## src/rtl/aclink_stx_pkg.sv

```systemverilog
package aclink_stx_pkg;
   localparam int TAG_BITS   = 16;
   localparam int SLOT_BITS  = 20;
   localparam int SLOT_COUNT = 12;
   localparam int IDX_BITS   = 7;
   localparam int DATA_BITS  = 16;
   localparam int FRAME_BITS = TAG_BITS + SLOT_COUNT * SLOT_BITS;

   typedef struct packed {
      logic ready;
      logic cmd_slot;
      logic data_slot;
   } tag_head_t;
endpackage

```

## src/rtl/aclink_stx_frame.sv

```systemverilog
module aclink_stx_frame #(
   parameter int READY_FRAMES = 3
) (
   input  logic bitclk,
   input  logic rst_n,
   input  logic sync,
   output logic frame_start,
   output logic ready_next
);
   logic sync_q;

   always_ff @(posedge bitclk or negedge rst_n) begin
      if (!rst_n) sync_q <= 1'b0;
      else        sync_q <= sync;
   end

   assign frame_start = sync & ~sync_q;

   generate
      if (READY_FRAMES == 0) begin : g_no_hold
         assign ready_next = 1'b1;
      end else begin : g_hold
         localparam int CNT_W = $clog2(READY_FRAMES + 1);
         localparam logic [CNT_W-1:0] LIMIT = CNT_W'(READY_FRAMES);
         logic [CNT_W-1:0] seen;

         always_ff @(posedge bitclk or negedge rst_n) begin
            if (!rst_n)
               seen <= '0;
            else if (frame_start && seen != LIMIT)
               seen <= seen + 1'b1;
         end

         assign ready_next = (seen == LIMIT);
      end
   endgenerate
endmodule

```

## src/rtl/aclink_stx_resp.sv

```systemverilog
module aclink_stx_resp #(
   parameter int IDX_BITS  = 7,
   parameter int DATA_BITS = 16,
   parameter int SLOT_BITS = 20
) (
   input  logic                 bitclk,
   input  logic                 rst_n,
   input  logic                 frame_start,
   input  logic                 ready_next,
   input  logic                 req_valid,
   input  logic [IDX_BITS-1:0]  req_index,
   output logic [IDX_BITS-1:0]  rd_addr,
   input  logic [DATA_BITS-1:0] rd_data,
   output logic                 resp_go,
   output logic [SLOT_BITS-1:0] cmd_word,
   output logic [SLOT_BITS-1:0] data_word
);
   localparam int CMD_PAD  = SLOT_BITS - 1 - IDX_BITS;
   localparam int DATA_PAD = SLOT_BITS - DATA_BITS;

   logic                pending;
   logic [IDX_BITS-1:0] idx_q;
   logic                consume;

   assign consume = frame_start & ready_next;

   always_ff @(posedge bitclk or negedge rst_n) begin
      if (!rst_n) begin
         pending <= 1'b0;
         idx_q   <= '0;
      end else if (consume) begin
         pending <= req_valid;
         if (req_valid) idx_q <= req_index;
      end else if (req_valid) begin
         pending <= 1'b1;
         idx_q   <= req_index;
      end
   end

   assign rd_addr = idx_q;
   assign resp_go = pending & ready_next;

   generate
      if (CMD_PAD > 0) begin : g_cmd_pad
         assign cmd_word = resp_go ? {1'b0, idx_q, {CMD_PAD{1'b0}}} : '0;
      end else begin : g_cmd_flush
         assign cmd_word = resp_go ? {1'b0, idx_q} : '0;
      end
      if (DATA_PAD > 0) begin : g_data_pad
         assign data_word = resp_go ? {rd_data, {DATA_PAD{1'b0}}} : '0;
      end else begin : g_data_flush
         assign data_word = resp_go ? rd_data : '0;
      end
   endgenerate
endmodule

```

## src/rtl/aclink_stx_shift.sv

```systemverilog
module aclink_stx_shift #(
   parameter int HEAD_BITS = 56
) (
   input  logic                 bitclk,
   input  logic                 rst_n,
   input  logic                 load,
   input  logic [HEAD_BITS-1:0] head,
   output logic                 sdata
);
   logic [HEAD_BITS-1:0] sh;

   always_ff @(posedge bitclk or negedge rst_n) begin
      if (!rst_n)    sh <= '0;
      else if (load) sh <= head;
      else           sh <= {sh[HEAD_BITS-2:0], 1'b0};
   end

   assign sdata = sh[HEAD_BITS-1];
endmodule

```

## src/rtl/aclink_status_tx.sv

```systemverilog
module aclink_status_tx
   import aclink_stx_pkg::*;
#(
   parameter int READY_FRAMES = 3,
   parameter int IDX_BITS     = aclink_stx_pkg::IDX_BITS,
   parameter int DATA_BITS    = aclink_stx_pkg::DATA_BITS,
   parameter int SLOT_BITS    = aclink_stx_pkg::SLOT_BITS,
   parameter int TAG_BITS     = aclink_stx_pkg::TAG_BITS
) (
   input  logic                 bitclk,
   input  logic                 rst_n,
   input  logic                 sync,
   input  logic                 req_valid,
   input  logic [IDX_BITS-1:0]  req_index,
   output logic [IDX_BITS-1:0]  rd_addr,
   input  logic [DATA_BITS-1:0] rd_data,
   output logic                 sdata
);
   localparam int TAG_PAD   = TAG_BITS - 3;
   localparam int HEAD_BITS = TAG_BITS + 2 * SLOT_BITS;

   if (TAG_BITS < 4) begin : g_bad_tag
      $error("TAG_BITS must leave room for ready and two slot tags");
   end
   if (IDX_BITS > SLOT_BITS - 1) begin : g_bad_idx
      $error("IDX_BITS must fit below the top bit of a slot");
   end
   if (DATA_BITS > SLOT_BITS) begin : g_bad_data
      $error("DATA_BITS must not exceed SLOT_BITS");
   end
   if (READY_FRAMES < 0) begin : g_bad_ready
      $error("READY_FRAMES must be non-negative");
   end

   logic                 frame_start;
   logic                 ready_next;
   logic                 resp_go;
   logic [SLOT_BITS-1:0] cmd_word;
   logic [SLOT_BITS-1:0] data_word;
   tag_head_t            tag_head;
   logic [HEAD_BITS-1:0] head;

   aclink_stx_frame #(.READY_FRAMES(READY_FRAMES)) u_frame (
      .bitclk      (bitclk),
      .rst_n       (rst_n),
      .sync        (sync),
      .frame_start (frame_start),
      .ready_next  (ready_next)
   );

   aclink_stx_resp #(
      .IDX_BITS  (IDX_BITS),
      .DATA_BITS (DATA_BITS),
      .SLOT_BITS (SLOT_BITS)
   ) u_resp (
      .bitclk      (bitclk),
      .rst_n       (rst_n),
      .frame_start (frame_start),
      .ready_next  (ready_next),
      .req_valid   (req_valid),
      .req_index   (req_index),
      .rd_addr     (rd_addr),
      .rd_data     (rd_data),
      .resp_go     (resp_go),
      .cmd_word    (cmd_word),
      .data_word   (data_word)
   );

   assign tag_head.ready     = ready_next;
   assign tag_head.cmd_slot  = resp_go;
   assign tag_head.data_slot = resp_go;
   assign head = {tag_head, {TAG_PAD{1'b0}}, cmd_word, data_word};

   aclink_stx_shift #(.HEAD_BITS(HEAD_BITS)) u_shift (
      .bitclk (bitclk),
      .rst_n  (rst_n),
      .load   (frame_start),
      .head   (head),
      .sdata  (sdata)
   );
endmodule

```

## config.mk

```make
export PLATFORM = sky130hd
export DESIGN_NAME = aclink_status_tx
export DESIGN_NICKNAME = d
export VERILOG_FILES = /design/src/rtl/aclink_stx_pkg.sv /design/src/rtl/aclink_stx_frame.sv /design/src/rtl/aclink_stx_resp.sv /design/src/rtl/aclink_stx_shift.sv /design/src/rtl/aclink_status_tx.sv
export SDC_FILE = /design/constraint.sdc
export NUM_CORES = 1
export LEC_CHECK = 0
export BUFFER_PORTS_ARGS = -buffer_cell sky130_fd_sc_hd__buf_2
export CORE_ASPECT_RATIO = 1.25
export CORE_UTILIZATION = 45
export DETAILED_ROUTE_END_ITERATION = 12
export HOLD_SLACK_MARGIN = 0.1
export PLACE_DENSITY = 0.8
export SLEW_MARGIN = 20
export SYNTH_ARGS = -nofsm -noshare
export SYNTH_HDL_FRONTEND = slang
export SYNTH_SLANG_ARGS = --single-unit
```

## constraint.sdc

```tcl
create_clock -name bitclk -period 1.45 [get_ports bitclk]
set_clock_uncertainty 0.15 [all_clocks]
set_input_delay 0.0725 -clock bitclk [delete_from_list [all_inputs] [get_ports bitclk]]
set_output_delay 0.0725 -clock bitclk [all_outputs]
set_load 0.01 [all_outputs]
```

==> summary.md, run 1 <==
| Metric | Value |
|---|---|
| Most frequent cells in the layout | dfrtp_1, buf_2, and2_1, dlygate4sd3_1, a22o_1 |
| Post-DR wirelength/cell | 14.4 um |
| Core ar. | 4730 um2 |
| Final net count | 244 |
| Vias per cell | 4.83 |
| Hold Vio Cnt, Final | 0 |
| Clock transition at path regs | 0.06 ns |
| Gr usage total | 0.175 |
| Clk root buf | clkbuf_8 |
| Crit path max fanout | 3 |
| # rows | 28 |
| Share of cells above drive strength 1 | 0.305 |
| Util after Layout | 0.618 |
| Worst rel slew slack | 0.789 |
| RSZ-0062 raised after global routing | yes |
| DRC | 0 |
| Synth Area per Inst | 15.5 um2 |
| Hpwl dp | 2.11 mm |
| Worst EP arrival | 1.50 ns |
| Outcome | complete, no violations |
| First-pass GRT wire length | 6.48 mm |
| Crit path launch type | flip-flop |
| Total chip power | 0.00397 W |
| Syn nets | 173 |
| Yosys Warn Count | 0 |
| Leak | 1.46 nW |
| Vias in the first global route | 1,404 |
| Clock sinks | 63 |
| CTS HTree Levels | 3 |
| Pre-antenna DRT Iters | 4 |
| Post-synth design cell area | 2230 um2 |
| CTS tree | done |
| DR vias | 1,351 |
| Die H | 80.7 um |
| Chip width | 64.9 um |
| Synthesis-to-finish area growth | 31.2% |
| Post-Route Setup TNS | 0 ns |
| Placed Area | 2470 um2 |
| Slew @ Worst Pin | 0.316 ns |
| Critical Path RT | 1.52 ns |
| Register area | 1580 um2 |
| Post-route design area | 2920 um2 |
| Seq/Total Area, Yosys | 0.708 |
| DRT iter0 DRCs | 44 |
| Max clock buf depth | 2 |
| ANT cells | 0 |
| # setup viols final | 0 |
| Yosys reg bits | 63 |
| Pin count of the biggest net entering global routing | 64 |
| R2R cell count | 3 |
| Clk Latency, worst-skew pair | 0.33 ns |
| TritonCTS Buffers | 9 |
| Syn Inst Count | 144 |
| CP Capture Type | flip-flop |
| Num ports | 35 |
| Total wire length after detailed routing | 4.04 mm |
| P per Cell Area | 1360 nW/um2 |
| Worst Hold Class | input pin to async pin |
| Area of the multi-input gates | 598 um2 |
| Commonest non-fill, non-tap cell in the layout | dfrtp_1 |
| Final Max Slew Viols | 0 |
| FMAX | 696 MHz |
| VDD IR max | 0.000913 V |
| Smallest hold slack | 0.132 ns |
| GRT Residual Overflow | 0 |
| FILL cells | 367 |
| CP Class | flip-flop to flip-flop |
| Die outline area | 5240 um2 |
| I/O Buffers | 34 |
| Period utilisation layout | 0.991 |
| Max Cap Viol | 0 |
| ANT nets after route | 0 |
| Antenna violations before repair | 0 |
| Initial Util | 0.471 |
| Synth unique cells | 23 |
| Routability cong. | 0.704 |
| Tmin final | 1.44 ns |
[sequential cells by signal (all words and copies together), names as in the netlist]
signal,cells
u_shift.sh,52
u_resp.rd_addr,7
u_frame.g_hold.seen,2
u_frame.sync_q,1
u_resp.pending,1
[critical path, cell delays in order, from the launching register on]
cell and delay, ns:
dfrtp_1 0.40, ha_2 0.20, nor3b_2 0.22, mux2_1 0.34
[cells in the mapped netlist]
cell type  instances  area share
dfrtp_1           63        0.71
and2_1            26       0.073
a22o_1            22       0.087
mux2_2             7       0.035
buf_2              3      0.0067
buf_6              3       0.015
ha_1               2       0.011
inv_1              2      0.0034
o21ai_0            2      0.0045
a21o_1             1      0.0034
and4b_4            1      0.0062
buf_4              1      0.0034
clkbuf_2           1      0.0022
mux2_1             1      0.0051
mux2_4             1      0.0067
nand2_1            1      0.0017
nand2b_4           1      0.0062
nand3b_1           1      0.0034
nand4b_1           1      0.0039
nor2_1             1      0.0017
nor2b_1            1      0.0028
nor3b_2            1      0.0056
xor2_1             1      0.0039
[report_power, final]
group	internal, W	switching [W]	total [W]	leakage (nW)
clock	0.000612	0.000617	0.00123	0.0801
combinational	0.000370	0.000262	0.000633	0.539
sequential	0.00200	0.000103	0.00211	0.842
total	0.00299	0.000982	0.00397	1.46
[worst paths after layout]
path                                        startpoint                     end  slack (ns)
max in group asynchronous                        rst_n          u_shift.sh[39]        0.77
worst max-delay path            u_frame.g_hold.seen[1]  u_frame.g_hold.seen[1]        0.01
worst max register to register  u_frame.g_hold.seen[1]  u_frame.g_hold.seen[1]        0.01
worst min-delay path                             rst_n          u_frame.sync_q        0.13
min in group bitclk                     u_shift.sh[22]          u_shift.sh[23]        0.30
worst min register to register          u_shift.sh[22]          u_shift.sh[23]        0.30
[through the flow]
stage / instances / worst slack (ns)
after detailed placement: 235 / -0.0634
after CTS: 278 / 0.000236
after global placement: 235 / 0.00320
after global routing: 280 / -0.0366
final: 280 / 0.0136
after floorplan: 144 / 0.000428
[metal layers]
layer  wire, um  GRT usage  vias up
met3        132     0.0440        9
met5          0          0        -
li1           -          -      636
met1       1840      0.224      673
met2       1970      0.263       33
met4        108      0.113        0
[kinds of logic after synthesis]
group,count (synthesis),synth area share
AO/OA/AOI/OAI,25,0.0944
XOR/XNOR,1,0.00393
adder cells (fa/ha/maj),2,0.0112
buffers and inverters,10,0.0309
flip-flops,63,0.708
multiplexers,9,0.0472
AND/OR/NAND/NOR,34,0.104
[layout make-up]
type / count / share of cell area
Multi-Input combinational cell: 72 / 0.205
Clock buffer: 12 / 0.0462
Inverter: 2 / 0.00257
Timing Repair Buffer: 67 / 0.174
Tap cell: 60 / 0.0257
Sequential cell: 63 / 0.539
Clock inverter: 4 / 0.00771
[repair_timing]
item | in CTS | in global routing
buffers inserted | 1 | 1
pin swaps | 1 | 2
gates cloned | 0 | 1
hold buffers | 26 | 0
setup endpoints to repair | 1 | 21
hold endpoints to repair | 91 | 0
resized for setup | 0 | 2
Power figures use the tool's default switching activity.
==> run 2: changes to the inputs <==
--- a/config.mk
+++ b/config.mk
@@ -7,11 +7,12 @@
 export LEC_CHECK = 0
 export BUFFER_PORTS_ARGS = -buffer_cell sky130_fd_sc_hd__buf_2
 export CORE_ASPECT_RATIO = 1.25
-export CORE_UTILIZATION = 45
+export CORE_UTILIZATION = 50
 export DETAILED_ROUTE_END_ITERATION = 12
 export HOLD_SLACK_MARGIN = 0.1
-export PLACE_DENSITY = 0.8
+export PLACE_DENSITY = 0.85
 export SLEW_MARGIN = 20
 export SYNTH_ARGS = -nofsm -noshare
 export SYNTH_HDL_FRONTEND = slang
+export SYNTH_HIERARCHICAL = 1
 export SYNTH_SLANG_ARGS = --single-unit
==> run 2 against run 1 <==
The run now ends with negative setup slack left. First-iteration DRC count rose by 25%. Register-to-register slack got worse by 0.12 ns. Wire length up 62%. Critical path depth is the same. Non-clock buffer count grew 13. Sequential power is 17% higher. Worst setup slack worse by 0.12 ns. Global-route usage grew 3.7 points. Largest cell class unchanged. Largest power group unchanged.
==> summary.md, run 2 <==
| Metric | Value |
|---|---|
| Chip width | 71.7 um (was 64.9 um) |
| Hold Vio Cnt, Final | 0 (unchanged) |
| Vias in the first global route | 1,906 (was 1,404) |
| Synth unique cells | 18 (was 23) |
| Synthesis-to-finish area growth | 35.1% (was 31.2%) |
| CP Capture Type | flip-flop (unchanged) |
| Initial Util | 0.522 (was 0.471) |
| Outcome | finished, violations left (was complete, no violations) |
| Power Internal | 0.00483 W (was 0.00299 W) |
| FMAX | 641 MHz (was 696 MHz) |
| DR vias | 1,729 (was 1,351) |
| Final Max Slew Viols | 0 (unchanged) |
| Yosys Warn Count | 6 (was 0) |
| Asr flop ratio synth | 1.00 (unchanged) |
| Core ar. | 5820 um2 (was 4730 um2) |
| Clk Latency, worst-skew pair | 0.34 ns (was 0.33 ns) |
| VDD IR max | 0.00115 V (was 0.000913 V) |
| Final net count | 311 (was 244) |
| Crit path max fanout | 6 (was 3) |
| Clk root buf | clkbuf_8 (unchanged) |
| CP Class | flip-flop to flip-flop (unchanged) |
| Placed Area | 3280 um2 (was 2470 um2) |
| Seq pwr share | 0.392 (was 0.531) |
| Post-route design area | 4100 um2 (was 2920 um2) |
| Switch share | 0.232 (was 0.248) |
| Top area cells in the synthesized netlist | dfrtp_1, mux2_4, mux2_2 (was dfrtp_1, a22o_1, and2_1) |
| Post-DR wirelength/cell | 18.5 um (was 14.4 um) |
| Vias per cell | 4.88 (was 4.83) |
| Pin count of the biggest net entering global routing | 32 (was 64) |
| Gr usage total | 0.212 (was 0.175) |
| P per Cell Area | 1530 nW/um2 (was 1360 nW/um2) |
| # rows | 31 (was 28) |
| TritonCTS Buffers | 9 (unchanged) |
| CTS tree | done (unchanged) |
| Commonest non-fill, non-tap cell in the layout | dfrtp_1 (unchanged) |
| ANT cells | 0 (unchanged) |
| Tmin final | 1.56 ns (was 1.44 ns) |
| Post-Place Cells | 302 (was 235) |
| Clock transition at path regs | 0.08 ns (was 0.06 ns) |
| Most frequent cells in the layout | dfrtp_1, mux2_4, buf_2 (was dfrtp_1, buf_2, and2_1, dlygate4sd3_1, a22o_1) |
| Worst EP arrival | 1.64 ns (was 1.50 ns) |
| Worst Hold Class | input pin to flip-flop (was input pin to async pin) |
| Fin cells | 354 (was 280) |
| Synth area leader | dfrtp_1 (unchanged) |
| Net Switching | 0.00146 W (was 0.000982 W) |
| Most flop-heavy register | u_shift/sh (was u_shift.sh) |
| Clock sinks | 67 (was 63) |
| FILL cells | 360 (was 367) |
| Num ports | 35 (unchanged) |
| Crit path launch type | flip-flop (unchanged) |
| Die H | 89.1 um (was 80.7 um) |
| Pre-antenna DRT Iters | 4 (unchanged) |
| Seq/Total Area, Yosys | 0.553 (was 0.708) |
| Final setup margin | -0.111 ns (was 0.0136 ns) |
| Post-synth design cell area | 3030 um2 (was 2230 um2) |
| CTS HTree Levels | 3 (unchanged) |
| Comb power frac | 0.225 (was 0.159) |
| Pre-CTS WS | -0.0778 ns (was -0.0634 ns) |
| Max Cap Viol | 0 (unchanged) |
| Total wire length after detailed routing | 6.56 mm (was 4.04 mm) |
| Hpwl dp | 3.12 mm (was 2.11 mm) |
| Period utilisation layout | 1.08 (was 0.991) |
| Critical Path RT | 1.53 ns (was 1.52 ns) |
| GRT Residual Overflow | 0 (unchanged) |
| Synth Flop Type | dfrtp_1 (unchanged) |
| Yosys reg bits | 67 (was 63) |
| Die outline area | 6390 um2 (was 5240 um2) |
| # setup viols final | 57 (was 0) |
| RSZ-0062 raised after global routing | yes (unchanged) |
| Max reg flops | 56 (was 52) |
| Util after Layout | 0.705 (was 0.618) |
| Top-count cell post-synth | dfrtp_1 (unchanged) |
| Post-Route Setup TNS | -3.62 ns (was 0 ns) |
| Leak | 2.09 nW (was 1.46 nW) |
| Max clock buf depth | 2 (unchanged) |
| Post-synth EDFFs | 0 (unchanged) |
| Routability cong. | 0.712 (was 0.704) |
| I/O Buffers | 34 (unchanged) |
| Share of cells above drive strength 1 | 0.500 (was 0.305) |
| Failing checks | negative setup slack |
| DRC | 0 (unchanged) |
| ANT nets after route | 0 (unchanged) |
| First-pass GRT wire length | 9.52 mm (was 6.48 mm) |
| Synth Area per Inst | 15.9 um2 (was 15.5 um2) |
| Post-synth top cells | dfrtp_1, mux2_4, and3_1 (was dfrtp_1, and2_1, a22o_1) |
| DRT iter0 DRCs | 55 (was 44) |
| Clk pwr share | 0.383 (was 0.310) |
| Syn Inst Count | 191 (was 144) |
| Antenna violations before repair | 0 (unchanged) |
| Yosys top cell area share | 0.553 (was 0.708) |
==> run 2: cell types whose count changed in the layout (fill, tap and decap cells not counted), sizes merged, moves of 4 or more <==
cell	previous run	this run
mux2	9	63
conb	0	30
and2	26	2
and3	0	23
a22o	22	0
buf	41	47
bufinv	0	6
dfrtp	63	67
==> run 2: worst max-delay path: stages (launching register included) <==
cell and delay, ns:
dfrtp_1 0.40, and2b_4 0.38, clkbuf_16 0.20, mux2_4 0.31
==> run 2: cell type report <==
cell class | count | area [um2] | area share
Clock buffer | 9 | 124 | 0.0302
Sequential cell | 67 | 1680 | 0.409
Clock inverter | 7 | 188 | 0.0458
Multi-Input combinational cell | 125 | 1260 | 0.308
Tap cell | 66 | 82.6 | 0.0201
Timing Repair Buffer | 80 | 764 | 0.186
==> run 2: layer usage <==
layer / wire length [um] / part of all wire / GRT usage
met1: 2790 / 0.43 / 0.250
met2: 3470 / 0.53 / 0.364
met3: 168 / 0.026 / 0.0676
met4: 129 / 0.020 / 0.0820
met5: 0 / 0 / 0
==> run 2: worst paths after layout <==
kind | start | endpoint | slack, ns | cells after the start
max | u_frame/sync_q | u_shift/sh[43] | -0.11 | 3
min | sync | u_frame/sync_q | 0.29 | 2
max reg2reg | u_frame/sync_q | u_shift/sh[43] | -0.11 | 3
min reg2reg | u_shift/sh[31] | u_shift/sh[32] | 0.33 | 1
max in group asynchronous | rst_n | u_resp/pending | 0.17 | 4
min in group asynchronous | rst_n | u_shift/sh[15] | 0.55 | 3
==> run 2: power groups by stage <==
| stage | combinational (W) | clock (W) | sequential [W] |
|---|---|---|---|
| final | 0.00141 | 0.00241 | 0.00247 |
| after global routing | 0.00152 | 0.00254 | 0.00250 |
| after CTS | 0.00125 | 0.00243 | 0.00245 |
| after detailed placement | 0.00116 | 0 | 0.00246 |
| after global placement | 0.00111 | 0 | 0.00245 |
| after floorplan | 0.000911 | 0 | 0.00241 |
==> run 2: timing repair <==
item | CTS | global route
hold endpoints to repair | 94 | 0
resized for setup | 5 | 15
pin swaps | 0 | 3
hold buffers | 27 | 0
buffers inserted | 0 | 2
setup endpoints to repair | 45 | 57
gates cloned | 0 | 7
==> run 2: cells by family after synthesis <==
logic type                 synth area share
adders and majority gates           0.00412
buffers and inverters                0.0808
other                               0.00248
muxes                                 0.291
xor gates and xnor gates            0.00289
and+or+nand+nor                      0.0635
DFF                                   0.553
AOI/OAI and AO/OA                   0.00289
==> run 2: metrics by stage <==
| stage | hold slack [ns] | total power, W |
|---|---|---|
| finish | 0.290 | 0.00629 |
| detailed placement | -0.136 | 0.00363 |
| floorplan | -0.373 | 0.00332 |
| global route | 0.267 | 0.00655 |
| global placement | -0.139 | 0.00356 |
| CTS | 0.228 | 0.00613 |
==> run 3: changes to the inputs <==
--- a/config.mk
+++ b/config.mk
@@ -6,7 +6,7 @@
 export NUM_CORES = 1
 export LEC_CHECK = 0
 export BUFFER_PORTS_ARGS = -buffer_cell sky130_fd_sc_hd__buf_2
-export CORE_ASPECT_RATIO = 1.25
+export CORE_MARGIN = 5
 export CORE_UTILIZATION = 50
 export DETAILED_ROUTE_END_ITERATION = 12
 export HOLD_SLACK_MARGIN = 0.1
==> run 3 against run 2 <==
Critical endpoint is now u_shift/sh[49]. The run still ends with negative setup slack left. Sequential cell count stayed put. Largest power group unchanged. Register-to-register slack better by 0.04 ns. Critical path depth stayed put. Highest routed layer unchanged.
==> summary.md, run 3 (same netlist as run 2, synthesis figures left out) <==
| Metric | Value |
|---|---|
| CP Class | flip-flop to flip-flop (unchanged) |
| Fin cells | 356 (was 354) |
| Switch share | 0.276 (was 0.232) |
| Pre-CTS WS | -0.0704 ns (was -0.0778 ns) |
| Commonest non-fill, non-tap cell in the layout | dfrtp_1 (unchanged) |
| Worst reg2reg setup slack | -0.07 ns (was -0.11 ns) |
| Max clock buf depth | 2 (unchanged) |
| Clk pwr share | 0.269 (was 0.383) |
| Max Cap Viol | 0 (unchanged) |
| Final net count | 304 (was 311) |
| RSZ-0062 raised after global routing | yes (unchanged) |
| Synthesis-to-finish area growth | 27.3% (was 35.1%) |
| Initial Util | 0.512 (was 0.522) |
| # setup viols final | 56 (was 57) |
| Crit path max-delay family | flip-flops (unchanged) |
| Seq pwr share | 0.464 (was 0.392) |
| DR vias | 1,657 (was 1,729) |
| Worst EP arrival | 1.61 ns (was 1.64 ns) |
| Clk Latency, worst-skew pair | 0.35 ns (was 0.34 ns) |
| CTS tree | done (unchanged) |
| Final setup margin | -0.0722 ns (was -0.111 ns) |
| Power Internal | 0.00380 W (was 0.00483 W) |
| Leak | 1.98 nW (was 2.09 nW) |
| Hold Vio Cnt, Final | 0 (unchanged) |
| Total wire length after detailed routing | 5.76 mm (was 6.56 mm) |
| TritonCTS Buffers | 9 (unchanged) |
| Antenna violations before repair | 0 (unchanged) |
| Max reg flops | 56 (unchanged) |
| Reg2reg end | u_shift/sh[49] (was u_shift/sh[43]) |
| Gr usage total | 0.155 (was 0.212) |
| Crit path max fanout | 15 (was 6) |
| Smallest hold slack | 0.114 ns (was 0.290 ns) |
| Vias in the first global route | 1,803 (was 1,906) |
| Die outline area | 7730 um2 (was 6390 um2) |
| Clock transition at path regs | 0.08 ns (about the same) |
| Chip width | 87.9 um (was 71.7 um) |
| DRC | 0 (unchanged) |
| Clock sinks | 67 (unchanged) |
| DRT iter0 DRCs | 76 (was 55) |
| CTS HTree Levels | 3 (unchanged) |
| First-pass GRT wire length | 8.70 mm (was 9.52 mm) |
| Tmin final | 1.52 ns (was 1.56 ns) |
| Period utilisation layout | 1.05 (was 1.08) |
| Critical-path cell list | and2b_4 -> clkbuf_16 -> mux2_4 (unchanged) |
| Die H | 87.9 um (was 89.1 um) |
| Net Switching | 0.00145 W (was 0.00146 W) |
| Final Max Slew Viols | 0 (unchanged) |
| R2R cell count | 3 (unchanged) |
| VDD IR max | 0.000808 V (was 0.00115 V) |
| CP bufs+invs | 1 (unchanged) |
| Post-Place Cells | 310 (was 302) |
| P per Cell Area | 1360 nW/um2 (was 1530 nW/um2) |
| R2r startpoint | u_frame/sync_q (unchanged) |
| CP Capture Type | flip-flop (unchanged) |
| Pre-antenna DRT Iters | 4 (unchanged) |
| Vias per cell | 4.65 (was 4.88) |
| Most flop-heavy register | u_shift/sh (unchanged) |
| # rows | 28 (was 31) |
| Slowest-stage cell, CP | dfrtp_1 (unchanged) |
| Slowest stage delay, CP | 0.39 ns (was 0.40 ns) |
| Routability cong. | 0.673 (was 0.712) |
| Clk root buf | clkbuf_8 (unchanged) |
| ANT nets after route | 0 (unchanged) |
| Worst Hold Class | input pin to async pin (was input pin to flip-flop) |
| Most frequent cells in the layout | dfrtp_1, mux2_4, buf_2 (unchanged) |
| Share of cells above drive strength 1 | 0.484 (was 0.500) |
| Hpwl dp | 3.17 mm (was 3.12 mm) |
| ANT cells | 0 (unchanged) |
| Comb power frac | 0.267 (was 0.225) |
| Num ports | 35 (unchanged) |
| Crit path launch type | flip-flop (unchanged) |
| FMAX | 657 MHz (was 641 MHz) |
| Outcome | finished, violations left (unchanged) |
| Core ar. | 5920 um2 (was 5820 um2) |
| Critical Path RT | 1.54 ns (was 1.53 ns) |
| Post-DR wirelength/cell | 16.2 um (was 18.5 um) |
| Pin count of the biggest net entering global routing | 68 (was 32) |
| I/O Buffers | 34 (unchanged) |
| Failing checks | negative setup slack (unchanged) |
| GRT Residual Overflow | 0 (unchanged) |
## run 3: cell count changes in the layout (fill, tap and decap cells not counted), moves of 2 or more
cell,change
bufinv_16,-6
buf_12,-3
mux2_4,+12
clkinvlp_4,+2
buf_4,+2
clkinv_4,+2
mux2_2,-12
clkbuf_16,-3
## run 3: power groups by stage
| stage | sequential [W] | combinational (W) | clock [W] |
|---|---|---|---|
| 2_1_floorplan | 0.00241 | 0.000911 | 0 |
| 3_3_place_gp | 0.00243 | 0.00115 | 0 |
| 3_5_place_dp | 0.00244 | 0.00120 | 0 |
| 4_1_cts | 0.00243 | 0.00129 | 0.00142 |
| 5_1_grt | 0.00248 | 0.00151 | 0.00153 |
| 6_report | 0.00244 | 0.00140 | 0.00141 |
## run 3: through the flow
| step | instance area (um2) | total power (W) | util | TNS [ns] |
|---|---|---|---|---|
| after detailed placement | 3290 | 0.00364 | 0.555 | -1.20 |
| after floorplan | 3140 | 0.00332 | - | -1.96 |
| after global routing | 3860 | 0.00552 | 0.652 | -4.53 |
| after global placement | 3290 | 0.00358 | 0.555 | -0.252 |
| after CTS | 3740 | 0.00514 | 0.632 | -1.82 |
| final | 3860 | 0.00525 | 0.652 | -2.71 |
## run 3: final cells by class
cell class	count	area [um2]
Clock inverter	7	53.8
Clock buffer	9	124
Timing Repair Buffer	74	621
Tap cell	75	93.8
Sequential cell	67	1680
Multi-Input combinational cell	124	1290
Fill cell	399	2060
## run 3: worst max-delay path by stage
stage,startpoint,end,slack (ns),depth (start not counted)
floorplan,u_frame/sync_q,u_shift/sh[14],-0.05,4
global placement,u_frame/sync_q,u_shift/sh[54],-0.03,3
detailed placement,u_frame/sync_q,u_shift/sh[5],-0.07,3
CTS,u_frame/sync_q,u_shift/sh[5],-0.08,3
global route,u_frame/sync_q,u_shift/sh[30],-0.10,3
finish,u_frame/sync_q,u_shift/sh[49],-0.07,3
## run 3: timing repair
| action | 4_1_cts | 5_1_grt |
|---|---|---|
| hold buffers | 26 | 0 |
| resized for setup | 1 | 17 |
| gates cloned | 0 | 2 |
| endpoints found under the hold margin | 94 | 0 |
| endpoints found under the setup margin | 56 | 57 |
| pin swaps | 1 | 1 |
| setup buffers | 1 | 1 |
## run 3: per-layer routing
| metal | track usage | part of all wire |
|---|---|---|
| met1 | 0.188 | 0.43 |
| met2 | 0.253 | 0.53 |
| met3 | 0.0489 | 0.032 |
| met4 | 0.0711 | 0.013 |
| met5 | 0 | 0 |
## run 3: tightest hold or removal path, cell delays in order
cell,delay [ns]
dlygate4sd3_1,0.52
buf_2,0.12
buf_12,0.30
